[config.mk]
export PLATFORM = sky130hd
export DESIGN_NAME = dma_arb
export DESIGN_NICKNAME = d
export VERILOG_FILES = /design/src/rtl/dma_arb.sv
export SDC_FILE = /design/constraint.sdc
export NUM_CORES = 1
export LEC_CHECK = 0
export ABC_AREA = 1
export CAP_MARGIN = 5
export CORE_UTILIZATION = 25
export CTS_CLUSTER_DIAMETER = 30
export DETAILED_ROUTE_END_ITERATION = 7
export HOLD_SLACK_MARGIN = 0.05
export SLEW_MARGIN = 20
export SYNTH_ARGS = -nofsm -noshare
export SYNTH_HDL_FRONTEND = slang
export SYNTH_SLANG_ARGS = --single-unit
[constraint.sdc]
create_clock -name clk -period 1.6 [get_ports clk]
set_input_delay 0.32 -clock clk [delete_from_list [all_inputs] [get_ports clk]]
set_output_delay 0.32 -clock clk [all_outputs]
set_load 0.005 [all_outputs]
[src/rtl/dma_arb.sv]
module dma_arb #(
  parameter int NCH = 4,
  localparam int CW = $clog2(NCH)
) (
  input  logic           clk,
  input  logic           rst_n,
  input  logic           cfg_off,
  input  logic           cfg_rot,
  input  logic           cfg_drq_hi,
  input  logic           cfg_ack_hi,
  input  logic [NCH-1:0] chan_mask,
  input  logic [NCH-1:0] chan_demand,
  input  logic [NCH-1:0] drq_in,
  input  logic           swr_we,
  input  logic [CW-1:0]  swr_ch,
  input  logic           swr_val,
  input  logic           xfer_done,
  input  logic           xfer_tc,
  output logic [NCH-1:0] dack_out,
  output logic           grant_valid,
  output logic [CW-1:0]  grant_ch,
  output logic [NCH-1:0] pending
);

  logic           busy;
  logic [CW-1:0]  cur;
  logic [CW-1:0]  top;
  logic [NCH-1:0] sw_req;
  logic [NCH-1:0] sw_nxt;
  logic [NCH-1:0] hw_act;
  logic [NCH-1:0] req;
  logic [NCH-1:0] req_q;
  logic [CW-1:0]  win;
  logic           found;
  logic           release_now;
  logic [NCH-1:0] oh;

  assign hw_act  = cfg_drq_hi ? drq_in : ~drq_in;
  assign req     = (hw_act & ~chan_mask) | sw_req;
  assign pending = req;

  always_comb begin
    int base;
    base  = cfg_rot ? int'(top) : 0;
    found = 1'b0;
    win   = '0;
    for (int i = 0; i < NCH; i++) begin
      int j;
      j = base + i;
      if (j >= NCH) j = j - NCH;
      if (!found && req[j]) begin
        found = 1'b1;
        win   = CW'(j);
      end
    end
  end

  assign release_now = busy && (xfer_done || (chan_demand[cur] && !req[cur]));

  always_comb begin
    sw_nxt = sw_req;
    if (busy && xfer_done && xfer_tc) sw_nxt[cur] = 1'b0;
    if (swr_we) sw_nxt[swr_ch] = swr_val;
  end

  always_ff @(posedge clk or negedge rst_n) begin
    if (!rst_n) begin
      busy   <= 1'b0;
      cur    <= '0;
      top    <= '0;
      sw_req <= '0;
      req_q  <= '0;
    end else begin
      sw_req <= sw_nxt;
      req_q  <= req;
      if (release_now) begin
        busy <= 1'b0;
        if (cfg_rot) top <= (int'(cur) == NCH-1) ? '0 : cur + 1'b1;
      end else if (!busy && !cfg_off && found) begin
        busy <= 1'b1;
        cur  <= win;
      end
    end
  end

  assign oh          = busy ? (NCH'(1) << cur) : '0;
  assign dack_out    = cfg_ack_hi ? oh : ~oh;
  assign grant_valid = busy;
  assign grant_ch    = cur;

  p_hold_r9: assert property (@(posedge clk) disable iff (!rst_n)
    busy && !xfer_done && !(chan_demand[cur] && !req[cur]) |=> busy && $stable(cur));

  p_done_release_r9: assert property (@(posedge clk) disable iff (!rst_n)
    busy && xfer_done |=> !busy);

  p_off_blocks_r5: assert property (@(posedge clk) disable iff (!rst_n)
    !busy && cfg_off |=> !busy);

  p_grant_had_req_r6: assert property (@(posedge clk) disable iff (!rst_n)
    grant_valid && !$past(grant_valid) |-> req_q[grant_ch]);

  p_tc_clears_r7: assert property (@(posedge clk) disable iff (!rst_n)
    busy && xfer_done && xfer_tc && !(swr_we && swr_ch == cur) |=> !sw_req[cur]);

  p_demand_drop_r10: assert property (@(posedge clk) disable iff (!rst_n)
    busy && chan_demand[cur] && !req[cur] |=> !busy);

  p_ack_onehot_r4: assert property (@(posedge clk) disable iff (!rst_n)
    $onehot0(cfg_ack_hi ? dack_out : ~dack_out));

endmodule

==> reports/qor.yml <==
outcome: "finished with violations"
failed_checks: "negative setup slack"
finalSetupViolCount: 2
rsz0062_at_grt: "yes"
comb_power_share: 0.734
synth.area.top_cells: "dfrtp_1 24%, nand2_1 19%, nand3_1 14%"
peakVddDrop_v: 0.000691
cap_violations: 0
fin_worst_skew_ns: 0.00567
crit_type: "flop to output pin"
period_needed_ns: 1.63
synth_seq_area_share: 0.244
final_area_mm2: 0.00181
final_layout_size_suffix_gt1_frac: 0.439
synth-warning-count: 0
routabilityCongestion: 0.796
h-tree-depth: 1
grt_pass1_wl_mm: 4.86
die_w_um: 62.8
ioPinCount: 35
portBuffers: 34
dpl_worst_slack_ns: -0.451
synth_area_um2: 925
slew_violations: 0
cts_sinks: 9
yosysUniqueCellTypes: 21
area_growth_pct: 95.9
total_leakage_power_nw: 0.899
finalHoldViolCount: 0
crit_chain: "buf_6 > buf_6 > ha_4 > nand2_2 > xor2_1 > buf_2"
ctsLongestPathBuffers: 2
power_density_mw_per_mm2: 1320
p_clk_frac: 0.107
cts_inserted_buffers: 3
crit_top_cell: "buf_6"
diodes: 0
clk_pin_slew_ns: 0.04
drtPass1Iterations: 4
crit_buf_inv: 3
setup_ws_ns: -0.0325
synth_cells: 148
worstPathRequired_ns: 1.28
antenna_found_initial: 0
yosysTopAreaCellShare: 0.244
critical-path-max-stage-delay_ns: 0.38
synth_area_per_cell_um2: 6.25
drcViolationCount: 0
p_int_mw: 1.34
seqPwrFrac: 0.159
dp_hpwl_mm: 2.15
grt_max_degree: 10
placed_area_mm2: 0.00144
nets: 243
crit_path_start_kind: "flop"
core_mm2: 0.00344
grt_pass1_vias: 1204
worst-path-max-fanout: 3
antenna_left: 0
fmax_ghz: 0.613
min_period_over_period: 1.02
drt_iter0_drc: 28
startpoint: "grant_ch[1]"
hp-class: "input port to asynchronous set/reset pin"
grt_use_total: 0.155
worstPathArrival_ns: 1.31
wl_per_cell_um: 11.7
endpoint_kind: "output pin"
viasPerCell: 4.55
row_count: 21
initial_utilization: 0.269
switching_power_mw: 1.05
ys_seq_elements: 9
vias: 1184
clk-insertion-delay-late_ns: 0.23
cts_root_buffer: "clkbuf_8"
synth_nets: 176
wirelength_mm: 3.03
die_h_um: 62.8
slowest_stage: "dfrtp_1"
switching_share: 0.439
yosysTopAreaCell: "dfrtp_1"
utilization: 0.526
grt_overflow_total: 0
dieArea_mm2: 0.00395
max_slew_margin: 0.735
rr_startpoint: "top[0]"
path_delay_family: "flip-flops"
worst_slew_pin_slew_ns: 0.396
cts_tree: "done"
[cells in the mapped netlist]
master / instances
a21boi_0: 1
a21oi_1: 1
clkbuf_1: 1
dfrtp_1: 9
ha_1: 4
inv_1: 20
inv_2: 5
nand2_1: 47
nand2_2: 4
nand3_1: 26
nand3_2: 3
nand3b_1: 3
nand4_1: 7
nor2_1: 1
nor2_4: 1
o21ai_0: 7
o21ai_1: 1
o21ai_2: 1
o22ai_1: 1
or2_2: 1
xor2_1: 4
[through the flow]
stage	hold WS [ns]	total power [mW]	TNS (ns)	instances
2_1_floorplan	0.0244	1.04	0	148
6_report	0.382	2.39	-0.0508	260
4_1_cts	0.403	2.21	-0.0713	256
5_1_grt	0.411	2.59	-0.272	260
3_5_place_dp	0.518	1.65	-4.98	243
3_3_place_gp	0.502	1.65	-4.75	243
[worst reg2reg max path, cell delays in order (launching register included)]
cell	delay, ns
dfrtp_1	0.38
nand2_4	0.13
o21ai_4	0.27
inv_2	0.08
nand3_2	0.08
nand2_2	0.06
nor2_4	0.09
nand3_2	0.11
nand2_4	0.10
inv_2	0.03
nand2_1	0.05
nand2_1	0.06
[layout by cell type (no fill, tap or decap), drive strengths merged, types with 2 or more instances in the layout]
cell / count
dlygate4sd2: 4
dlymetal6s2s: 2
nand3: 29
clkdlybuf4s50: 16
nand3b: 3
clkdlybuf4s15: 4
o21ai: 9
nor2: 2
xor2: 4
inv: 25
dfrtp: 9
nand4: 7
nand2: 51
clkbuf: 7
ha: 4
buf: 34
[flip-flops by register name, summed over array words and instances, names as in the netlist]
name,cells
sw_req,4
grant_ch,2
top,2
grant_valid,1
[layer usage]
metal	wire length [µm]	vias to the layer above	GRT usage
met5	0	-	0
met2	1600	32	0.296
li1	-	617	-
met4	83	0	0.105
met3	120	10	0.0164
met1	1230	525	0.154
[repair_timing]
item | 4_1_cts | 5_1_grt
setup endpoints to repair | 16 | 11
endpoints found under the hold margin | 0 | 0
gates resized for setup | 78 | 30
setup buffers | 10 | 4
pin swaps | 18 | 24
hold buffers | 0 | 0
[path summary, 6_finish.rpt]
| check | slack [ns] | cells past startpoint | to |
|---|---|---|---|
| max | -0.03 | 6 | dack_out[2] |
| min | 0.38 | 1 | sw_req[3] |
| max reg2reg | 0.04 | 11 | grant_ch[1] |
| min reg2reg | 0.53 | 2 | sw_req[0] |
| max in group asynchronous | 0.91 | 1 | grant_ch[0] |
| min in group clk | 0.43 | 3 | top[0] |
[cells by family after synthesis]
logic type                 share of synthesized area
AOI/OAI and AO/OA                             0.0731
xor gates and xnor gates                      0.0379
adders and majority gates                     0.0541
buffers and inverters                          0.106
DFF                                            0.244
and+or+nand+nor                                0.486
[power groups by stage]
stage	registers [mW]	clock network [mW]	logic [mW]
3_5_place_dp	0.408	0	1.24
4_1_cts	0.371	0.263	1.57
5_1_grt	0.386	0.285	1.91
3_3_place_gp	0.410	0	1.24
2_1_floorplan	0.377	0	0.661
6_report	0.380	0.256	1.76
[area by class of cell]
| class | count | area [µm²] |
|---|---|---|
| fillers | 335 | 1630 |
| multi-input cells | 113 | 842 |
| repair buffers | 63 | 539 |
| flip-flops and latches | 9 | 226 |
| inverters | 25 | 101 |
| well taps | 46 | 57.6 |
| clock buffers | 4 | 45.0 |
(Power assumes the default switching activity.)
